==> src/rtl/efuse_rd_pkg.sv <==
package efuse_rd_pkg;

  typedef enum logic [3:0] {
    ST_IDLE, ST_DESEL, ST_ENTER, ST_ACLR, ST_ASET,
    ST_STRB, ST_CAPT, ST_SLOW, ST_TAIL, ST_FIN
  } seq_st_e;

  typedef struct packed {
    logic csb;
    logic load;
    logic pgenb;
    logic strobe;
  } fuse_pins_t;

  // cycles for a wait of `us` microseconds, rounded up, never below one
  function automatic int us_cycles(longint hz, int us);
    longint c;
    c = (hz * longint'(us) + 64'd999_999) / 64'd1_000_000;
    return (c < 1) ? 1 : int'(c);
  endfunction

  function automatic fuse_pins_t pins_for(seq_st_e s);
    fuse_pins_t p;
    unique case (s)
      ST_IDLE, ST_DESEL: p = '{csb: 1'b1, load: 1'b0, pgenb: 1'b0, strobe: 1'b0};
      ST_STRB, ST_CAPT:  p = '{csb: 1'b0, load: 1'b1, pgenb: 1'b1, strobe: 1'b1};
      ST_FIN:            p = '{csb: 1'b1, load: 1'b1, pgenb: 1'b1, strobe: 1'b0};
      default:           p = '{csb: 1'b0, load: 1'b1, pgenb: 1'b1, strobe: 1'b0};
    endcase
    return p;
  endfunction

endpackage

==> src/rtl/efuse_us_timer.sv <==
module efuse_us_timer #(
  parameter int TW = 4
) (
  input  logic          clk,
  input  logic          rst_n,
  input  logic          load_i,
  input  logic [TW-1:0] len_i,
  output logic          done_o
);
  logic [TW-1:0] cnt_q;

  always_ff @(posedge clk or negedge rst_n) begin
    if (!rst_n)                cnt_q <= '0;
    else if (load_i)           cnt_q <= len_i - TW'(1);
    else if (cnt_q != '0)      cnt_q <= cnt_q - TW'(1);
  end

  assign done_o = (cnt_q == '0);
endmodule

==> src/rtl/efuse_burst_ctr.sv <==
module efuse_burst_ctr #(
  parameter int AW   = 8,
  parameter int CNTW = 9
) (
  input  logic            clk,
  input  logic            rst_n,
  input  logic            load_i,
  input  logic [AW-1:0]   addr_i,
  input  logic [CNTW-1:0] cnt_i,
  input  logic            step_i,
  output logic [AW-1:0]   addr_o,
  output logic            none_left_o
);
  logic [AW-1:0]   addr_q;
  logic [CNTW-1:0] left_q;

  always_ff @(posedge clk or negedge rst_n) begin
    if (!rst_n) begin
      addr_q <= '0;
      left_q <= '0;
    end else if (load_i) begin
      addr_q <= addr_i;
      left_q <= cnt_i;
    end else if (step_i) begin
      addr_q <= addr_q + AW'(1);
      left_q <= left_q - CNTW'(1);
    end
  end

  assign addr_o      = addr_q;
  assign none_left_o = (left_q == '0);
endmodule

==> src/rtl/efuse_seq_fsm.sv <==
module efuse_seq_fsm
  import efuse_rd_pkg::*;
#(
  parameter int TW = 4,
  parameter int T1 = 1,
  parameter int T2 = 2
) (
  input  logic          clk,
  input  logic          rst_n,
  input  logic          go_i,
  input  logic          tmr_done_i,
  input  logic          none_left_i,
  input  logic          ready_i,
  output seq_st_e       st_q_o,
  output seq_st_e       st_d_o,
  output logic          tmr_load_o,
  output logic [TW-1:0] tmr_len_o,
  output logic          step_o
);
  seq_st_e st_q, st_d;

  always_comb begin
    st_d = st_q;
    unique case (st_q)
      ST_IDLE:  if (go_i)       st_d = ST_DESEL;
      ST_DESEL:                 st_d = ST_ENTER;
      ST_ENTER: if (tmr_done_i) st_d = ST_ACLR;
      ST_ACLR:                  st_d = ST_ASET;
      ST_ASET:  if (tmr_done_i) st_d = ST_STRB;
      ST_STRB:  if (tmr_done_i) st_d = ST_CAPT;
      ST_CAPT:  if (ready_i)    st_d = ST_SLOW;
      ST_SLOW:  if (tmr_done_i) st_d = none_left_i ? ST_TAIL : ST_ACLR;
      ST_TAIL:  if (tmr_done_i) st_d = ST_FIN;
      ST_FIN:   if (tmr_done_i) st_d = ST_IDLE;
      default:                  st_d = ST_IDLE;
    endcase
  end

  always_ff @(posedge clk or negedge rst_n) begin
    if (!rst_n) st_q <= ST_IDLE;
    else        st_q <= st_d;
  end

  always_comb begin
    tmr_load_o = 1'b0;
    if (st_d != st_q) begin
      unique case (st_d)
        ST_ENTER, ST_ASET, ST_STRB, ST_SLOW, ST_TAIL, ST_FIN: tmr_load_o = 1'b1;
        default: tmr_load_o = 1'b0;
      endcase
    end
  end

  assign tmr_len_o = (st_d == ST_FIN) ? TW'(T1) : TW'(T2);
  assign step_o    = (st_q == ST_CAPT) && ready_i;
  assign st_q_o    = st_q;
  assign st_d_o    = st_d;
endmodule

==> src/rtl/efuse_burst_rd.sv <==
module efuse_burst_rd
  import efuse_rd_pkg::*;
#(
  parameter longint CLK_HZ = 125_000_000,
  parameter int     CNT_W  = 9
) (
  input  logic             clk,
  input  logic             rst_n,
  input  logic             start_i,
  input  logic [7:0]       start_addr_i,
  input  logic [CNT_W-1:0] byte_cnt_i,
  output logic             busy_o,
  output logic             fuse_csb_o,
  output logic             fuse_load_o,
  output logic             fuse_pgenb_o,
  output logic             fuse_strobe_o,
  output logic [7:0]       fuse_addr_o,
  input  logic [7:0]       fuse_dout_i,
  output logic             rd_valid_o,
  input  logic             rd_ready_i,
  output logic [7:0]       rd_data_o,
  output logic [7:0]       rd_addr_o
);
  localparam int T1 = us_cycles(CLK_HZ, 1);
  localparam int T2 = us_cycles(CLK_HZ, 2);
  localparam int TMAX = (T2 > T1) ? T2 : T1;
  localparam int TW = $clog2(TMAX + 1);

  seq_st_e       st_q, st_d;
  logic          go, tmr_load, tmr_done, none_left, step;
  logic [TW-1:0] tmr_len;
  logic [7:0]    cur_addr;
  fuse_pins_t    pins_q;
  logic [7:0]    addr_q, data_q;

  assign go = start_i && (st_q == ST_IDLE) && (byte_cnt_i != '0);

  efuse_seq_fsm #(.TW(TW), .T1(T1), .T2(T2)) u_fsm (
    .clk(clk), .rst_n(rst_n), .go_i(go), .tmr_done_i(tmr_done),
    .none_left_i(none_left), .ready_i(rd_ready_i),
    .st_q_o(st_q), .st_d_o(st_d), .tmr_load_o(tmr_load),
    .tmr_len_o(tmr_len), .step_o(step)
  );

  efuse_us_timer #(.TW(TW)) u_tmr (
    .clk(clk), .rst_n(rst_n), .load_i(tmr_load), .len_i(tmr_len), .done_o(tmr_done)
  );

  efuse_burst_ctr #(.AW(8), .CNTW(CNT_W)) u_ctr (
    .clk(clk), .rst_n(rst_n), .load_i(go), .addr_i(start_addr_i),
    .cnt_i(byte_cnt_i), .step_i(step), .addr_o(cur_addr), .none_left_o(none_left)
  );

  // pins registered from next state: glitch-free and aligned with st_q
  always_ff @(posedge clk or negedge rst_n) begin
    if (!rst_n) pins_q <= pins_for(ST_IDLE);
    else        pins_q <= pins_for(st_d);
  end

  always_ff @(posedge clk or negedge rst_n) begin
    if (!rst_n) begin
      addr_q <= '0;
    end else begin
      unique case (st_d)
        ST_IDLE, ST_DESEL, ST_ENTER, ST_ACLR: addr_q <= '0;
        ST_ASET: if (st_q != ST_ASET) addr_q <= cur_addr;
        default: addr_q <= addr_q;
      endcase
    end
  end

  // sample array output on the last strobe-high settle cycle
  always_ff @(posedge clk or negedge rst_n) begin
    if (!rst_n)                                    data_q <= '0;
    else if (st_q == ST_STRB && st_d == ST_CAPT)   data_q <= fuse_dout_i;
  end

  assign busy_o        = (st_q != ST_IDLE);
  assign fuse_csb_o    = pins_q.csb;
  assign fuse_load_o   = pins_q.load;
  assign fuse_pgenb_o  = pins_q.pgenb;
  assign fuse_strobe_o = pins_q.strobe;
  assign fuse_addr_o   = addr_q;
  assign rd_valid_o    = (st_q == ST_CAPT);
  assign rd_data_o     = data_q;
  assign rd_addr_o     = addr_q;
endmodule

==> config.mk <==
export PLATFORM = sky130hd
export DESIGN_NAME = efuse_burst_rd
export DESIGN_NICKNAME = d
export VERILOG_FILES = /design/src/rtl/efuse_rd_pkg.sv /design/src/rtl/efuse_us_timer.sv /design/src/rtl/efuse_burst_ctr.sv /design/src/rtl/efuse_seq_fsm.sv /design/src/rtl/efuse_burst_rd.sv
export SDC_FILE = /design/constraint.sdc
export NUM_CORES = 1
export LEC_CHECK = 0
export BUFFER_PORTS_ARGS = -buffer_cell sky130_fd_sc_hd__buf_4
export CORE_MARGIN = 2
export CORE_UTILIZATION = 40
export CTS_BUF_LIST = sky130_fd_sc_hd__clkbuf_16
export CTS_CLUSTER_SIZE = 12
export DETAILED_ROUTE_END_ITERATION = 16
export MAX_ROUTING_LAYER = met4
export SKIP_LAST_GASP = 1
export SLEW_MARGIN = 20
export SYNTH_ARGS = -nofsm -noshare
export SYNTH_HDL_FRONTEND = slang
export SYNTH_HIERARCHICAL = 1
export SYNTH_SLANG_ARGS = --single-unit
==> constraint.sdc <==
create_clock -name clk -period 4.6 [get_ports clk]
set_clock_uncertainty 0.1 [all_clocks]
set_input_delay 0.46 -clock clk [delete_from_list [all_inputs] [get_ports clk]]
set_output_delay 0.46 -clock clk [all_outputs]
set_load 0.05 [all_outputs]
* Word level (Yosys, flattened, before mapping)
Index checks and enable logic that the tools add are counted.
Storage, ports and cells: bits in registers 49, input port bits 29, output and inout bits 30, logic and storage cells 76
Operators by class: add/subtract/negate cells 4, equal/unequal tests 21, mux-type cells 22, reduce and logical (&&, ||, !) cells 19
Operator list (count):
- $mux W8 | 6
- $pmux W4 S10 | 1
- $mux W4 | 9
- $eq A4 B3 Y1 const B | 8
- $mux W9 | 2
- $eq A4 B2 Y1 const B | 4
- $eq A4 B4 Y1 const B | 4
- $pmux W8 S2 | 1
- $sub A8 B1 Y8 const B | 2
- $pmux W4 S3 | 1
- $logic_not A9 Y1 | 1
- $reduce_bool A9 Y1 | 1
- $sub A9 B1 Y9 const B | 1
- $add A8 B1 Y8 const B | 1
- $eq A4 B1 Y1 const B | 2
- $logic_not A4 Y1 | 2
- $logic_not A8 Y1 | 1
- $reduce_bool A8 Y1 | 1
- $reduce_bool A2 Y1 | 3
- $reduce_or A6 Y1 | 1
- $logic_and A1 B1 Y1 | 4
- $ne A4 B3 Y1 const B | 1
- $ne A4 B4 Y1 | 1
- $reduce_bool A4 Y1 | 1
- other kinds (5) | 7

* Longest topological paths before layout
depth in word-level cells 10, depth in mapped cells 17, mapped depth without buffers 15

* By module
The synthesis kept the hierarchy.
Modules (own cells, without submodules):
- efuse_burst_rd | times used 1, cells an instance 81, area each 952.2 µm², sequential area each 476.7 µm²
- efuse_burst_ctr | times used 1, cells an instance 100, area each 932.1 µm², sequential area each 425.4 µm²
- efuse_us_timer | times used 1, cells an instance 60, area each 601.8 µm², sequential area each 200.2 µm²
- efuse_seq_fsm | times used 1, cells an instance 52, area each 416.6 µm², sequential area each 100.1 µm²

* Least setup slack after synthesis
Ideal clock, no wire load.
path kind register -> register, from register u_fsm.st_q[1] (netlist: u_fsm/st_q_o[1]), to register u_tmr.cnt_q[4], setup time 0.121 ns, arrival 3.792 ns, required time 4.379 ns, slack 0.587 ns, stages on the path, launching flop included 15, buffers on the path 2, period minus slack after synthesis 4.013 ns, cell sequence dfrtp_1 or4_1 a311oi_1 nand2_1 a211o_1 a31oi_1 xor2_1 a21oi_1 buf_2 buf_6 mux2i_1 ha_1 o21ai_0 xnor2_1 a22o_1
Between the ends: cells in the longest elaborated chain, start to end 10, elaborated cells between the ends (all ways) 35, those cells by class add/sub (1); eq/ne (16); mux (13); reduce/logical (5)
RTL lines:
- from (decl) | RTL line efuse_seq_fsm.sv:20 | seq_st_e st_q, st_d;
- from (signal assigned) | RTL line efuse_seq_fsm.sv:41 | else st_q <= st_d;
- $logic_not A4 Y1 * | RTL line efuse_burst_rd.sv:36 | assign go = start_i && (st_q == ST_IDLE) && (byte_cnt_i != '0);
- $logic_and A1 B1 Y1 * (2 in series) | RTL line efuse_burst_rd.sv:36
- net go | RTL line efuse_burst_rd.sv:30 | logic go, tmr_load, tmr_done, none_left, step;
- $mux W4 * | RTL line efuse_seq_fsm.sv:25 | ST_IDLE: if (go_i) st_d = ST_DESEL;
- $pmux W4 S10 * | RTL line efuse_seq_fsm.sv:24 | unique case (st_q)
- $eq A4 B2 Y1 (tied with other cells) | RTL line efuse_seq_fsm.sv:47 | unique case (st_d)
- $reduce_or A6 Y1 | RTL line efuse_seq_fsm.sv:47
- $mux W1 | RTL line efuse_seq_fsm.sv:47
- $mux W1 * | RTL line efuse_seq_fsm.sv:46 | if (st_d != st_q) begin
- net tmr_load | RTL line efuse_burst_rd.sv:30
- $mux W8 or $reduce_bool A2 Y1 (tied branches)
- to (signal assigned) | RTL line efuse_us_timer.sv:14 | else if (load_i) cnt_q <= len_i - TW'(1);
- to (signal assigned) | RTL line efuse_us_timer.sv:15 | else if (cnt_q != '0) cnt_q <= cnt_q - TW'(1);
- to (decl) | RTL line efuse_us_timer.sv:10 | logic [TW-1:0] cnt_q;
Mark *: on every way through the listed nets, which the timed path passes. The rest lies on a longest branch. A chain may end at the register's enable or synchronous reset.

* Worst setup path after layout
from register u_ctr.left_q[5], to register u_tmr.cnt_q[4]
Between the ends: cells in the longest elaborated chain, start to end 9, elaborated cells between the ends (all ways) 18, those cells by class add/sub (1); eq/ne (7); mux (7); reduce/logical (3)
RTL lines:
- from (decl) | RTL line efuse_burst_ctr.sv:15 | logic [CNTW-1:0] left_q;
- from (signal assigned) | RTL line efuse_burst_ctr.sv:23 | left_q <= cnt_i;
- from (signal assigned) | RTL line efuse_burst_ctr.sv:26 | left_q <= left_q - CNTW'(1);
- $logic_not A9 Y1 * | RTL line efuse_burst_ctr.sv:31 | assign none_left_o = (left_q == '0);
- net none_left | RTL line efuse_burst_rd.sv:30
- $mux W4 * (2 in series) | RTL line efuse_seq_fsm.sv:32 | ST_SLOW: if (tmr_done_i) st_d = none_left_i ? ST_TAIL : ST_ACLR;
- $pmux W4 S10 * | RTL line efuse_seq_fsm.sv:24
- net st_d[3] | RTL line efuse_burst_rd.sv:29 | seq_st_e st_q, st_d;
- $eq A4 B2 Y1 (tied with other cells) | RTL line efuse_seq_fsm.sv:47
- $reduce_or A6 Y1 | RTL line efuse_seq_fsm.sv:47
- $mux W1 | RTL line efuse_seq_fsm.sv:47
- $mux W1 * | RTL line efuse_seq_fsm.sv:46
- net tmr_load | RTL line efuse_burst_rd.sv:30
- $mux W8 or $reduce_bool A2 Y1 (tied branches)
Marks and branches as above.

==> impl_metrics.json <==
{
  "grt_overflow_total": 0,
  "drv_slew": 0,
  "num_rows": 31,
  "placed_area_mm2": 0.00330,
  "synthMuxAreaShare_pct": 8.62,
  "cts_tree": "done",
  "n_antenna_cell": 0,
  "ys_types": 58,
  "drt_first_pass_iters": 4,
  "clk_latency_ns": 0.28,
  "cp_max_fo": 7,
  "clk_pin_slew_ns": 0.06,
  "grt-busiest-layer": "met2",
  "start_kind": "flip-flop",
  "finalSetupViolations": 0,
  "final_nets": 368,
  "finalHoldViolations": 0,
  "via_count": 2227,
  "wl_per_cell_um": 13.2,
  "dieArea_mm2": 0.00795,
  "cts-resized-gates": 0,
  "antenna_left": 0,
  "drive_gt1_share_pct": 28.8,
  "port_buffers": 58,
  "die_y_um": 89.2,
  "hold_slack_ns": 0.0738,
  "grt_use_met2_pct": 24.8,
  "seq_area_mm2": 0.00120,
  "async_flop_share_pct": 100,
  "synthAdderAreaFrac_pct": 1.29,
  "place_worst_setup_slack_ns": 0.634,
  "design_area_mm2": 0.00344,
  "ys_top_cells_by_area": "dfrtp_1, nand2_1, mux2i_1",
  "layout_setup_ws_ns": 0.557,
  "hold_path.class": "in -> async",
  "die_w_um": 89.2,
  "required_ns": 4.67,
  "htree_levels": 2,
  "gp_routability_congestion": 0.798,
  "slew-limit-headroom_pct": 34.7,
  "multiInputGateArea_mm2": 0.00144,
  "drv_cap": 0,
  "p_leak_nw": 1.60,
  "timing.setup.tns_ns": 0,
  "crit_type": "reg -> reg",
  "endpoint_kind": "flip-flop",
  "core-area_mm2": 0.00714,
  "synth_top_family_by_area": "simple AND/OR/NAND/NOR gates",
  "post_synth.cell_area_avg_um2": 9.91,
  "fmaxAchievable_ghz": 0.247,
  "clockRootBuffer": "clkbuf_16",
  "p_per_area_mw_per_mm2": 672,
  "synth_ff_type": "dfrtp_1",
  "synthXorXnorAreaFrac_pct": 5.43,
  "grt_pass1_vias": 2022,
  "finalWirelength_mm": 5.74,
  "yosysTopAreaCellShare_pct": 40.5,
  "numCtsBuffers": 5,
  "yosys.area_share.simple_pct": 21.2,
  "cts_hold_buffers": 0,
  "netlist_instances": 293,
  "period_minus_slack_ns": 4.04,
  "yosysSeqAreaShare_pct": 41.4,
  "postLayoutCoreUtil_pct": 48.2,
  "drt_iter0_drc": 93,
  "grt_pass1_wl_mm": 9.36,
  "ys_warn_count": 6,
  "dpl.hpwl_mm": 4.15,
  "use_met3_pct": 2.49,
  "yosys-top-cells-count": "dfrtp_1, nand2_1, inv_1",
  "use_met1_pct": 19.5,
  "via_per_inst": 5.11,
  "synth_compound_area_share_pct": 12.3,
  "rsz0062_at_grt": "no",
  "synth_area_mm2": 0.00290,
  "start_util_pct": 40.7,
  "yosysTopAreaCell": "dfrtp_1",
  "postCtsSetupBuffers": 0,
  "grt_usage_pct": 15.3,
  "synth_edf_count": 0,
  "ir_worst_vdd_mv": 0.193,
  "worst-slew-pin-transition_ns": 0.974,
  "yosysMostFrequentCell": "dfrtp_1",
  "clockBufferDepth": 2,
  "min_period_over_period_pct": 87.9,
  "crit_arrival_ns": 4.12,
  "drcViolationCount": 0,
  "n_fill_cell": 705,
  "cts_sinks": 48,
  "antenna_found_initial": 0,
  "io_pins": 59,
  "status": "finished clean",
  "ys_ff_latch": 48,
  "syn2layout_area_growth_pct": 18.4,
  "grt_max_degree": 49
}
[critical path, cell delays in order, from the launching register on]
cell	delay (ns)
dfrtp_1	0.40
or4_4	0.57
nor4_1	0.54
inv_1	0.12
o41ai_2	0.35
buf_4	0.19
a31oi_1	0.05
xor2_1	0.18
a21oi_1	0.33
mux2i_1	0.27
ha_1	0.27
o21ai_0	0.20
xnor2_1	0.16
a22o_1	0.21
[placed cells by master, fill, tap and decap left out, types with 9 or more instances in the layout]
master	count
mux2i_1	13
nand3_1	9
o21ai_0	14
xor2_1	10
dfrtp_1	47
nor2_1	11
nand2_1	37
inv_1	18
buf_4	62
[flip-flops by register name (all words and copies together) (netlist names)]
name and cells:
fuse_addr_o 8, u_ctr/addr_o 8, fuse_csb_o 1, u_ctr/left_q 9
fuse_strobe_o 1, u_tmr/cnt_q 8, u_fsm/st_q_o 4, rd_data_o 8
fuse_load_o 1
[power breakdown]
| part | leakage [nW] | switching (mW) | internal (mW) | total, mW |
|---|---|---|---|---|
| sequential | 0.577 | 0.206 | 0.613 | 0.819 |
| clock | 0.0687 | 0.152 | 0.198 | 0.349 |
| combinational | 0.954 | 0.691 | 0.451 | 1.14 |
[logic make-up after synthesis]
kind of cell,after synthesis
compound gates,52
xor+xnor,18
fa+ha+maj,3
buf+inv,47
flops,48
mux,21
other cells,1
simple gates,103
[per-stage QoR]
| stage | power, mW | instances |
|---|---|---|
| floorplan | 1.73 | 296 |
| global placement | 1.96 | 428 |
| detailed placement | 1.97 | 428 |
| CTS | 2.33 | 436 |
| global route | 2.47 | 436 |
| finish | 2.31 | 436 |
[worst paths after layout]
path | endpoint | start | slack, ns | cells after the start
worst max-delay path | u_tmr/cnt_q[4] | u_ctr/left_q[5] | 0.56 | 13
worst min-delay path | u_ctr/left_q[0] | rst_n | 0.07 | 1
worst max register to register | u_tmr/cnt_q[4] | u_ctr/left_q[5] | 0.56 | 13
worst min register to register | rd_data_o[4] | rd_data_o[4] | 0.41 | 1
max in group asynchronous | rd_data_o[3] | rst_n | 3.89 | 1
min in group clk | u_ctr/addr_o[0] | start_addr_i[0] | 0.28 | 3
[routing by layer]
metal | vias to the layer above | share of wire [%]
met5 | - | 0
met4 | 0 | 2.0
met3 | 12 | 3.4
met2 | 51 | 50
met1 | 1063 | 45
li1 | 1101 | -
[area by class of cell]
class	instances	area share (%)
clock buffer	5	3.64
clock inverter	3	0.437
inverter	18	1.97
multi-input combinational	201	41.8
sequential	48	35.0
tap	99	3.60
timing repair buffer	62	13.5
Power figures use the tool's default switching activity.
